===== config.mk =====
export PLATFORM = sky130hd
export DESIGN_NAME = tlb_flush_walker
export DESIGN_NICKNAME = d
export VERILOG_FILES = /design/src/rtl/tlb_flush_pkg.sv /design/src/rtl/tlb_size_calc.sv /design/src/rtl/tlb_range_sel.sv /design/src/rtl/tlb_walk_fsm.sv /design/src/rtl/tlb_flush_walker.sv
export SDC_FILE = /design/constraint.sdc
export NUM_CORES = 1
export LEC_CHECK = 0
export BUFFER_PORTS_ARGS = -buffer_cell sky130_fd_sc_hd__buf_2
export CAP_MARGIN = 20
export CORE_MARGIN = 2
export CORE_UTILIZATION = 35
export DETAILED_ROUTE_END_ITERATION = 8
export HOLD_SLACK_MARGIN = 0.05
export PLACE_DENSITY = 0.55
export SKIP_LAST_GASP = 1
export SLEW_MARGIN = 20
export SYNTH_ARGS = -nofsm -noshare
export SYNTH_HDL_FRONTEND = slang
export SYNTH_HIERARCHICAL = 1
export SYNTH_SLANG_ARGS = --single-unit

===== constraint.sdc =====
create_clock -name clk -period 5.1 [get_ports clk]
set_input_delay 0.765 -clock clk [delete_from_list [all_inputs] [get_ports clk]]
set_output_delay 0.765 -clock clk [all_outputs]
set_load 0.02 [all_outputs]

===== src/rtl/tlb_flush_pkg.sv =====
package tlb_flush_pkg;

    // Width of the base size field; the extension sits directly above it.
    localparam int BASE_W = 6;

    localparam logic [2:0] MMU_JOINT   = 3'd1;
    localparam logic [2:0] MMU_SPLIT   = 3'd4;
    localparam logic [1:0] INV_SW_WALK = 2'd2;
    localparam logic [1:0] INV_HW_WALK = 2'd3;
    localparam logic [1:0] EXTDEF_MMU  = 2'd1;
    localparam logic [1:0] EXTDEF_VTLB = 2'd3;

    typedef enum logic [2:0] {
        ST_IDLE,
        ST_DECODE,
        ST_SEEK,
        ST_WALK,
        ST_DONE,
        ST_FAULT
    } walk_state_t;

    typedef enum logic [1:0] {
        FLT_NONE,
        FLT_COP_UNUSABLE,
        FLT_RESERVED,
        FLT_RANGE
    } fault_t;

    typedef enum logic [1:0] {
        ACT_WALK,
        ACT_SEEK,
        ACT_FAULT
    } action_t;

endpackage


===== src/rtl/tlb_size_calc.sv =====
module tlb_size_calc
    import tlb_flush_pkg::*;
#(
    parameter int VEXT_W = 4,
    parameter int MEXT_W = 3,
    parameter int WAYS_W = 4,
    parameter int SETS_W = 4,
    parameter int CNT_W  = 21
)(
    input  logic              rev6_mode,
    input  logic [1:0]        ext_def,
    input  logic [VEXT_W-1:0] vtlb_ext,
    input  logic [MEXT_W-1:0] mmu_ext,
    input  logic [BASE_W-1:0] base_size,
    input  logic [WAYS_W-1:0] ftlb_ways,
    input  logic [SETS_W-1:0] ftlb_sets,
    input  logic [2:0]        mmu_type,
    output logic [CNT_W-1:0]  vtlb_size,
    output logic [CNT_W-1:0]  total_size,
    output logic [CNT_W-1:0]  way_count
);

    logic [VEXT_W-1:0] size_ext;
    logic [CNT_W-1:0]  ftlb_size;

    always_comb begin
        if (rev6_mode || ext_def == EXTDEF_VTLB) begin
            size_ext = vtlb_ext;
        end else if (ext_def == EXTDEF_MMU) begin
            size_ext = VEXT_W'(mmu_ext);
        end else begin
            size_ext = '0;
        end
    end

    always_comb begin
        vtlb_size = CNT_W'({size_ext, base_size}) + CNT_W'(1);
        way_count = CNT_W'(ftlb_ways) + CNT_W'(2);
        ftlb_size = (mmu_type == MMU_SPLIT) ? (way_count << ftlb_sets) : '0;
        total_size = vtlb_size + ftlb_size;
    end

endmodule


===== src/rtl/tlb_range_sel.sv =====
module tlb_range_sel
    import tlb_flush_pkg::*;
#(
    parameter int CNT_W = 21
)(
    input  logic             cp0_usable,
    input  logic [2:0]       mmu_type,
    input  logic [1:0]       inv_mode,
    input  logic [CNT_W-1:0] index_val,
    input  logic [CNT_W-1:0] vtlb_size,
    input  logic [CNT_W-1:0] total_size,
    output action_t          action,
    output fault_t           fault,
    output logic [CNT_W-1:0] first,
    output logic [CNT_W-1:0] last,
    output logic [CNT_W-1:0] seek_off
);

    always_comb begin
        action   = ACT_FAULT;
        fault    = FLT_RESERVED;
        first    = '0;
        last     = '0;
        seek_off = '0;
        if (!cp0_usable) begin
            fault = FLT_COP_UNUSABLE;
        end else if (mmu_type == MMU_JOINT) begin
            action = ACT_WALK;
            fault  = FLT_NONE;
            last   = vtlb_size - CNT_W'(1);
        end else if (mmu_type == MMU_SPLIT && inv_mode == INV_HW_WALK) begin
            action = ACT_WALK;
            fault  = FLT_NONE;
            last   = total_size - CNT_W'(1);
        end else if (mmu_type == MMU_SPLIT && inv_mode == INV_SW_WALK) begin
            if (index_val < vtlb_size) begin
                action = ACT_WALK;
                fault  = FLT_NONE;
                last   = vtlb_size - CNT_W'(1);
            end else if (index_val >= total_size) begin
                fault = FLT_RANGE;
            end else begin
                action   = ACT_SEEK;
                fault    = FLT_NONE;
                first    = vtlb_size;
                seek_off = index_val - vtlb_size;
            end
        end
    end

endmodule


===== src/rtl/tlb_walk_fsm.sv =====
module tlb_walk_fsm
    import tlb_flush_pkg::*;
#(
    parameter int CNT_W = 21
)(
    input  logic             clk,
    input  logic             rst_n,
    input  logic             start,
    input  action_t          action,
    input  fault_t           fault,
    input  logic [CNT_W-1:0] first,
    input  logic [CNT_W-1:0] last,
    input  logic [CNT_W-1:0] seek_off,
    input  logic [CNT_W-1:0] way_count,
    output logic             busy,
    output logic             done,
    output logic             inv_we,
    output logic [CNT_W-1:0] inv_addr,
    output logic             exc_cpu_unusable,
    output logic             exc_reserved,
    output logic             err_index_range
);

    walk_state_t      state, state_nxt;
    logic [CNT_W-1:0] cur, stop, off;
    fault_t           flt;
    logic             set_found;

    assign set_found = (off < way_count);

    always_comb begin
        state_nxt = state;
        unique case (state)
            ST_IDLE:   if (start) state_nxt = ST_DECODE;
            ST_DECODE: begin
                unique case (action)
                    ACT_WALK: state_nxt = ST_WALK;
                    ACT_SEEK: state_nxt = ST_SEEK;
                    default:  state_nxt = ST_FAULT;
                endcase
            end
            ST_SEEK:   if (set_found) state_nxt = ST_WALK;
            ST_WALK:   if (cur == stop) state_nxt = ST_DONE;
            ST_DONE:   state_nxt = ST_IDLE;
            ST_FAULT:  state_nxt = ST_IDLE;
            default:   state_nxt = ST_IDLE;
        endcase
    end

    always_ff @(posedge clk or negedge rst_n) begin
        if (!rst_n) begin
            state <= ST_IDLE;
        end else begin
            state <= state_nxt;
        end
    end

    always_ff @(posedge clk or negedge rst_n) begin
        if (!rst_n) begin
            cur  <= '0;
            stop <= '0;
            off  <= '0;
            flt  <= FLT_NONE;
        end else begin
            unique case (state)
                ST_DECODE: begin
                    cur  <= first;
                    stop <= last;
                    off  <= seek_off;
                    flt  <= fault;
                end
                ST_SEEK: begin
                    if (set_found) begin
                        stop <= cur + way_count - CNT_W'(1);
                    end else begin
                        off <= off - way_count;
                        cur <= cur + way_count;
                    end
                end
                ST_WALK: if (cur != stop) cur <= cur + CNT_W'(1);
                default: ;
            endcase
        end
    end

    always_comb begin
        busy             = (state != ST_IDLE);
        inv_we           = (state == ST_WALK);
        inv_addr         = cur;
        done             = (state == ST_DONE) || (state == ST_FAULT);
        exc_cpu_unusable = (state == ST_FAULT) && (flt == FLT_COP_UNUSABLE);
        exc_reserved     = (state == ST_FAULT) && (flt == FLT_RESERVED);
        err_index_range  = (state == ST_FAULT) && (flt == FLT_RANGE);
    end

endmodule


===== src/rtl/tlb_flush_walker.sv =====
module tlb_flush_walker
    import tlb_flush_pkg::*;
#(
    parameter int IDX_W  = 16,
    parameter int VEXT_W = 4,
    parameter int MEXT_W = 3,
    parameter int WAYS_W = 4,
    parameter int SETS_W = 4,
    localparam int VSZ_W = VEXT_W + BASE_W + 1,
    localparam int FSZ_W = WAYS_W + 1 + (1 << SETS_W) - 1,
    localparam int TOT_W = ((VSZ_W > FSZ_W) ? VSZ_W : FSZ_W) + 1,
    localparam int CNT_W = (TOT_W > IDX_W) ? TOT_W : IDX_W
)(
    input  logic              clk,
    input  logic              rst_n,
    input  logic              cmd_valid,
    input  logic              cp0_usable,
    input  logic [2:0]        mmu_type,
    input  logic [1:0]        inv_mode,
    input  logic [IDX_W-1:0]  index_val,
    input  logic              rev6_mode,
    input  logic [1:0]        ext_def,
    input  logic [VEXT_W-1:0] vtlb_ext,
    input  logic [MEXT_W-1:0] mmu_ext,
    input  logic [BASE_W-1:0] base_size,
    input  logic [WAYS_W-1:0] ftlb_ways,
    input  logic [SETS_W-1:0] ftlb_sets,
    output logic              busy,
    output logic              done,
    output logic              inv_we,
    output logic [CNT_W-1:0]  inv_addr,
    output logic              exc_cpu_unusable,
    output logic              exc_reserved,
    output logic              err_index_range
);

    logic              accept;
    logic              q_cp0;
    logic [2:0]        q_type;
    logic [1:0]        q_mode;
    logic [CNT_W-1:0]  q_index;
    logic              q_rev6;
    logic [1:0]        q_extdef;
    logic [VEXT_W-1:0] q_vext;
    logic [MEXT_W-1:0] q_mext;
    logic [BASE_W-1:0] q_base;
    logic [WAYS_W-1:0] q_ways;
    logic [SETS_W-1:0] q_sets;

    logic [CNT_W-1:0]  vtlb_size, total_size, way_count;
    logic [CNT_W-1:0]  first, last, seek_off;
    action_t           action;
    fault_t            fault;

    assign accept = cmd_valid && !busy;

    // Command fields are held for the whole walk so later input changes are ignored.
    always_ff @(posedge clk or negedge rst_n) begin
        if (!rst_n) begin
            q_cp0    <= 1'b0;
            q_type   <= '0;
            q_mode   <= '0;
            q_index  <= '0;
            q_rev6   <= 1'b0;
            q_extdef <= '0;
            q_vext   <= '0;
            q_mext   <= '0;
            q_base   <= '0;
            q_ways   <= '0;
            q_sets   <= '0;
        end else if (accept) begin
            q_cp0    <= cp0_usable;
            q_type   <= mmu_type;
            q_mode   <= inv_mode;
            q_index  <= CNT_W'(index_val);
            q_rev6   <= rev6_mode;
            q_extdef <= ext_def;
            q_vext   <= vtlb_ext;
            q_mext   <= mmu_ext;
            q_base   <= base_size;
            q_ways   <= ftlb_ways;
            q_sets   <= ftlb_sets;
        end
    end

    tlb_size_calc #(
        .VEXT_W (VEXT_W),
        .MEXT_W (MEXT_W),
        .WAYS_W (WAYS_W),
        .SETS_W (SETS_W),
        .CNT_W  (CNT_W)
    ) size_i (
        .rev6_mode  (q_rev6),
        .ext_def    (q_extdef),
        .vtlb_ext   (q_vext),
        .mmu_ext    (q_mext),
        .base_size  (q_base),
        .ftlb_ways  (q_ways),
        .ftlb_sets  (q_sets),
        .mmu_type   (q_type),
        .vtlb_size  (vtlb_size),
        .total_size (total_size),
        .way_count  (way_count)
    );

    tlb_range_sel #(
        .CNT_W (CNT_W)
    ) range_i (
        .cp0_usable (q_cp0),
        .mmu_type   (q_type),
        .inv_mode   (q_mode),
        .index_val  (q_index),
        .vtlb_size  (vtlb_size),
        .total_size (total_size),
        .action     (action),
        .fault      (fault),
        .first      (first),
        .last       (last),
        .seek_off   (seek_off)
    );

    tlb_walk_fsm #(
        .CNT_W (CNT_W)
    ) fsm_i (
        .clk              (clk),
        .rst_n            (rst_n),
        .start            (accept),
        .action           (action),
        .fault            (fault),
        .first            (first),
        .last             (last),
        .seek_off         (seek_off),
        .way_count        (way_count),
        .busy             (busy),
        .done             (done),
        .inv_we           (inv_we),
        .inv_addr         (inv_addr),
        .exc_cpu_unusable (exc_cpu_unusable),
        .exc_reserved     (exc_reserved),
        .err_index_range  (err_index_range)
    );

endmodule


After elaboration in Yosys (flattened, before gate mapping)
Index checks and enable logic that the tools add are counted.
Storage, ports and cells
  register bits: 114
  bits of input ports: 49
  output and inout port bits: 27
Operators by class
  add/subtract/negate cells: 10
  $lt $le $gt $ge: 3
  equal/unequal tests: 22
  shift operators: 1
  muxes and demuxes: 44
  reductions and logical operators: 18
Operator list (count)
  $mux 21: 21
  $pmux 21 s2: 2
  $pmux 21 s3: 1
  $sub 21x1->21 const B: 2
  $mux 2: 12
  $add 21x1->21 const B: 1
  $add 21x21->21: 1
  $add 21x5->21: 1
  $eq 21x21->1: 1
  $ge 16x21->1: 1
  $lt 21x5->1: 1
  $ne 21x21->1: 1
  $shl 21x4->21: 1
  $sub 21x5->21: 1
  $sub 16x11->17: 1
  $lt 16x11->1: 1
  $mux 3: 4
  $pmux 3 s4: 1
  $sub 11x1->12 const B: 1
  $add 10x1->11 const B: 1
  $mux 11: 1
  $eq 2x2->1 const B: 5
  $eq 3x3->1 const B: 3
  $eq 2x1->1 const B: 3
  16 further kinds: 30

Longest topological paths before layout
  depth in word-level cells: 15
  mapped depth: 26

Cells and area by module
The synthesis kept the hierarchy.
By module, submodules not included
  tlb_walk_fsm: instances 1, cells each 802, area an instance 6343.6 um2, seq. area each 1701.6 um2
  tlb_range_sel: instances 1, cells each 467, area an instance 3035.4 um2, seq. area each 0.0 um2
  tlb_flush_walker: instances 1, cells each 99, area an instance 1883.1 um2, seq. area each 1151.1 um2
  tlb_size_calc: instances 1, cells each 209, area an instance 1481.4 um2, seq. area each 0.0 um2

Worst setup path after synthesis
No wires, ideal clock.
  path kind: register to register
  start: register q_ways[1]
  end: register fsm_i.cur[0] (netlist: fsm_i/inv_addr[0])
  setup time: 138 ps
  arrival time: 4899 ps
  slack: 64 ps
  cell stages (with the launch flop): 26
  path buffers: 2
  clock period less this slack: 5036 ps
  path through: dfrtp_1 > ha_1 > xor2_2 > mux2i_2 > mux2i_1 > mux2_2 > nor2b_1 > ha_1 > o2111a_1 > o31ai_1 > a31oi_1 > o211ai_2 > xnor2_1 > inv_1 > ha_1 > nand4_1 > nor4_1 > o211ai_1 > o211ai_1 > or3_1 > buf_2 > buf_2 > nor2_1 > or2_2 > mux2i_1 > a21oi_1
Between the ends
  word-level cells in the longest chain between the ends: 12
  elaborated cells on any way between the ends: 15
  classes of those cells: 2 x add/sub; 2 x order compare; 1 x eq/ne; 1 x shift; 8 x mux; 1 x reduce/logical
Ends and longest elaborated chain
  start, declared: RTL line tlb_flush_walker.sv:47  | logic [WAYS_W-1:0] q_ways;
  start signal, assigned: RTL line tlb_flush_walker.sv:81  | q_ways <= ftlb_ways;
  $add 4x2->5: RTL line tlb_size_calc.sv:38  | way_count = CNT_W'(ftlb_ways) + CNT_W'(2);
  via way_count[3]: RTL line tlb_flush_walker.sv:50  | logic [CNT_W-1:0] vtlb_size, total_size, way_count;
  $shl 21x4->21: RTL line tlb_size_calc.sv:39  | ftlb_size = (mmu_type == MMU_SPLIT) ? (way_count << ftlb_sets) : '0;
  $mux 21: RTL line tlb_size_calc.sv:39
  $add 21x21->21: RTL line tlb_size_calc.sv:40  | total_size = vtlb_size + ftlb_size;
  via total_size[14]: RTL line tlb_flush_walker.sv:50
  $ge 16x21->1: RTL line tlb_range_sel.sv:40  | end else if (index_val >= total_size) begin
  $mux 11: RTL line tlb_range_sel.sv:40
  $mux 21: RTL line tlb_range_sel.sv:36  | if (index_val < vtlb_size) begin
  $mux 21: RTL line tlb_range_sel.sv:35  | end else if (mmu_type == MMU_SPLIT && inv_mode == INV_SW_WALK) begin
  $mux 21: RTL line tlb_range_sel.sv:31  | end else if (mmu_type == MMU_SPLIT && inv_mode == INV_HW_WALK) begin
  $mux 21: RTL line tlb_range_sel.sv:27  | end else if (mmu_type == MMU_JOINT) begin
  $mux 21: RTL line tlb_range_sel.sv:25  | if (!cp0_usable) begin
  via first[0]: RTL line tlb_flush_walker.sv:51  | logic [CNT_W-1:0] first, last, seek_off;
  $pmux 21 s3: RTL line tlb_walk_fsm.sv:65  | unique case (state)
  end signal, assigned: RTL line tlb_walk_fsm.sv:67  | cur <= first;
  end signal, assigned: RTL line tlb_walk_fsm.sv:77  | cur <= cur + way_count;
  end signal, assigned: RTL line tlb_walk_fsm.sv:80  | ST_WALK: if (cur != stop) cur <= cur + CNT_W'(1);
  end, declared: RTL line tlb_walk_fsm.sv:25  | logic [CNT_W-1:0] cur, stop, off;
The timed path passes the listed nets, and every way through them passes these cells.
A chain may end at the register's enable or synchronous reset.

Worst setup path in the final report
  start: register q_extdef[1]
  end: register fsm_i.off[18]
Between the ends
  word-level cells in the longest chain between the ends: 13
  elaborated cells on any way between the ends: 17
  classes of those cells: 3 x add/sub; 2 x order compare; 2 x eq/ne; 9 x mux; 1 x reduce/logical
Ends and longest elaborated chain
  start, declared: RTL line tlb_flush_walker.sv:43  | logic [1:0] q_extdef;
  start signal, assigned: RTL line tlb_flush_walker.sv:77  | q_extdef <= ext_def;
  $eq 2x1->1 / $eq 2x2->1 (equally long branches): RTL line tlb_size_calc.sv:29, tlb_size_calc.sv:27
  $mux 3 / $logic_or 1x1->1 (equally long branches): RTL line tlb_size_calc.sv:29, tlb_size_calc.sv:27
  $mux 4 (*): RTL line tlb_size_calc.sv:27  | if (rev6_mode || ext_def == EXTDEF_VTLB) begin
  $add 10x1->11 (*): RTL line tlb_size_calc.sv:37  | vtlb_size = CNT_W'({size_ext, base_size}) + CNT_W'(1);
  via vtlb_size[8]: RTL line tlb_flush_walker.sv:50
  $add 21x21->21 (*): RTL line tlb_size_calc.sv:40
  via total_size[13]: RTL line tlb_flush_walker.sv:50
  $ge 16x21->1 (*): RTL line tlb_range_sel.sv:40
  $mux 21 (*): RTL line tlb_range_sel.sv:40
  $mux 21 (*): RTL line tlb_range_sel.sv:36
  $mux 21 (*): RTL line tlb_range_sel.sv:35
  $mux 21 (*): RTL line tlb_range_sel.sv:31
  $mux 21 (*): RTL line tlb_range_sel.sv:27
  $mux 21 (*): RTL line tlb_range_sel.sv:25
  via seek_off[18]: RTL line tlb_flush_walker.sv:51
  $pmux 21 s2 (*): RTL line tlb_walk_fsm.sv:65
  end signal, assigned: RTL line tlb_walk_fsm.sv:69  | off <= seek_off;
  end signal, assigned: RTL line tlb_walk_fsm.sv:76  | off <= off - way_count;
  end, declared: RTL line tlb_walk_fsm.sv:25
The timed path passes the listed nets; every way through them passes the cells marked *.

==> impl_metrics.py <==
metrics = {
    "run_status": {
        "status": "complete, but fails checks",
        "violations": "negative setup slack",
    },
    "timing": {
        "report.final.hold_viol_count": 0,
        "fin_skew_ps": 15.4,
        "rsz0062_at_grt": "yes",
        "worst_pin_slew_ps": 1040,
        "relSlewSlack_pct": 30.4,
        "tns_ps": -377,
        "finalSetupViolCount": 8,
        "fin_ws_ps": -102,
        "final_max_slew_viol_count": 0,
        "finalCritPeriodShare_pct": 102,
        "fmax_mhz": 192,
        "whs_ps": 140,
        "fin_crit_ps": 5200,
    },
    "synthesis": {
        "syn_area_sq_mm": 0.0127,
        "yosysTopAreaCell": "dfrtp_1",
        "syn_avg_cell_area_sq_um": 8.08,
        "synthArstFlopShare_pct": 100,
        "synth-seq-cells": 114,
        "netlist_top_cells_area": "dfrtp_1, ha_1, xnor2_1",
        "ys_seq_area_share_pct": 22.4,
        "synth_edf_count": 0,
        "syn_inst": 1577,
        "ys_warn_count": 6,
        "synth_top_area_share_pct": 22.4,
        "synth_ff_type": "dfrtp_1",
        "synth_cell_types": 103,
    },
    "floorplan": {
        "core_sq_mm": 0.0357,
        "die_area_sq_mm": 0.0380,
        "rows": 69,
        "die_w_um": 195,
        "dieHeight_um": 195,
        "start_util_pct": 35.7,
        "io_pins": 76,
    },
    "final_layout": {
        "synthToLayoutAreaGrowth_pct": 19.2,
        "design_area_sq_mm": 0.0152,
        "fin_nets": 1881,
        "drive_gt1_share_pct": 21.7,
        "fillers": 3655,
    },
    "routing": {
        "wl_per_cell_um": 19.1,
        "drt-total-wl_um": 42100,
        "ant_nets": 0,
        "first_iter_violations": 985,
        "vias": 12000,
        "first_pass_iters": 5,
        "remaining_drc_errors": 0,
        "vias_per_cell": 5.45,
    },
    "power": {
        "power.share.clock_pct": 13.4,
        "vdd_ir_drop_max_mv": 0.326,
        "power_density_mw_per_mm2": 644,
        "swShare_pct": 49.4,
        "p_int_w": 0.00494,
        "comb_power_share_pct": 69.4,
        "p_leak_nw": 6.59,
        "p_sw_w": 0.00483,
        "power_frac_seq_pct": 17.1,
        "fin_total_pwr_w": 0.00978,
    },
    "clock_network": {
        "clock_path_buffers": 2,
        "cts_sinks": 114,
        "clk_pin_slew_ps": 60,
        "cts_inserted_buffers": 17,
        "root_buffer": "clkbuf_16",
        "clk_latency_ps": 450,
        "htreeDepth": 4,
        "cts_tree": "built",
    },
    "grt": {
        "grt_pass1_vias": 11300,
        "gr-usage-met2_pct": 35.7,
        "grt_util_all_layers_pct": 22.0,
        "grt_max_degree": 67,
        "grtUsageMet3_pct": 3.04,
        "grt.busiest_layer": "met2",
        "grt_pass1_wl_um": 64600,
        "antenna_found_initial": 0,
        "grt_overflow": 0,
        "use_met1_pct": 30.2,
    },
    "worst_setup_path": {
        "cp_data_required_time_ps": 5460,
        "slowest_delay_ps": 420,
        "startpoint_type": "flop",
        "cp.arrival_ps": 5570,
        "cp-end-kind": "flop",
        "cp_max_fo": 5,
        "path_class": "flop to flop",
        "cp_cell_sequence": "buf_4 -> a22o_1 -> a22o_1 -> and2_1 -> nand2_1 -> xnor2_2 -> ha_4 -> a21oi_1 -> o21ai_2 -> or3_4 -> o211ai_1 -> xor2_1 -> inv_1 -> ha_1 -> nand4_1 -> nor4_2 -> a221oi_1 -> o211ai_1 -> or3_4 -> clkbuf_16 -> buf_4 -> nor4_2 -> mux2i_1 -> o21ai_1",
        "slowest_stage": "dfrtp_1",
    },
    "place": {
        "dpl_cell_area_sq_mm": 0.0140,
        "dp_hpwl_um": 32800,
        "place_congestion": 0.960,
        "io_buffers": 75,
    },
    "min_path": {
        "hold_class": "input port to async pin",
    },
    "flow_run": {
        "maxCapViolations": 0,
    },
}
==> worst max-delay path, delay by kind of cell (launching register included) <==
family          cells  cell delay (ps)
fa+ha+maj           2              570
simple gates        7             1480
buf+inv             4              580
mux                 1               90
xor+xnor            2              380
flops               1              420
compound gates      8             1570
==> sequential cells by signal, summed over array words and instances, names as in the netlist, 3 cells and up <==
name,count
fsm_i/stop,21
q_sets,4
q_ways,4
fsm_i/off,21
q_index,16
fsm_i/state,3
q_mext,3
q_vext,4
fsm_i/inv_addr,21
q_base,6
q_type,3
==> cells by family after synthesis <==
family / synth area share [%]
flops: 22.4
other cells: 0.0589
compound gates: 21.9
xor+xnor: 9.96
mux: 7.74
simple gates: 20.4
buf+inv: 7.04
fa+ha+maj: 10.4
==> power by group through the flow <==
stage	sequential, W	combinational (W)	clock [W]
finish	0.00168	0.00679	0.00131
global route	0.00173	0.00742	0.00138
CTS	0.00166	0.00632	0.00134
detailed placement	0.00167	0.00623	0
global placement	0.00166	0.00620	0
floorplan	0.00156	0.00440	0
==> layout by cell type (no fill, tap or decap), types with 31 or more instances in the layout <==
cell type	synthesis	layout
o21ai_0	112	82
buf_2	10	74
nor2_1	161	149
o21ai_1	5	31
xnor2_1	86	83
conb_1	2	37
nand2_1	130	129
xor2_1	57	56
nor3_1	34	31
buf_4	34	106
dfrtp_1	114	114
inv_1	94	88
a21oi_1	115	107
mux2_4	30	32
ha_1	100	91
==> timing repair <==
action	4_1_cts	5_1_grt
endpoints found under the hold margin	0	0
cloned	0	2
hold buffers	0	0
pin swaps	18	40
buffers inserted	4	10
resized for setup	17	92
endpoints found under the setup margin	34	42
==> layout make-up <==
cell class	count	area, sq um	share of cell area (%)
multi-input cells	1316	9530	62.8
flip-flops and latches	114	2850	18.8
repair buffers	184	1250	8.21
well taps	461	577	3.80
clock buffers	19	433	2.85
inverters	95	357	2.35
clock inverters	13	185	1.22
diodes	1	2.50	0.0165
==> per-stage QoR <==
stage	util, %	std cells	setup slack, ps
final	42.5	2203	-102
after detailed placement	39.2	2155	-206
after global routing	42.5	2202	-341
after floorplan	-	1612	63.5
after global placement	39.2	2155	-73.7
after CTS	41.2	2191	4.67
==> routing by layer <==
layer	wire length (um)	vias up	share of wire [%]
met5	0	-	0
met4	992	0	2.4
met3	2040	47	4.8
met2	19100	335	45
met1	19900	5712	47
li1	-	5912	-
==> path summary, 6_finish.rpt <==
path	depth (start not counted)	slack (ps)	endpoint	from
setup / recovery	24	-100	fsm_i/off[18]	q_extdef[1]
hold / removal	1	140	q_index[11]	rst_n
setup reg to reg	24	-100	fsm_i/off[18]	q_extdef[1]
hold reg to reg	2	490	fsm_i/off[15]	fsm_i/off[15]
max in group asynchronous	2	3770	fsm_i/inv_addr[4]	rst_n
min in group clk	2	490	fsm_i/off[15]	fsm_i/off[15]
==> Yosys cell counts, drive strengths merged (16+ instances only) <==
cell type and n:
a211oi 27, nand2b 17, dfrtp 114, clkbuf 33, o22ai 23, ha 100, nand2 130, xnor2 86
a21oi 118, nor2 161, a21o 24, nor2b 16, o21a 18, o21ai 119, nor4 18, mux2 55
xor2 58, nor3 34, nand4 22, inv 94, and2 18, nand3 27, buf 54, mux2i 25
Power figures use the tool's default switching activity.
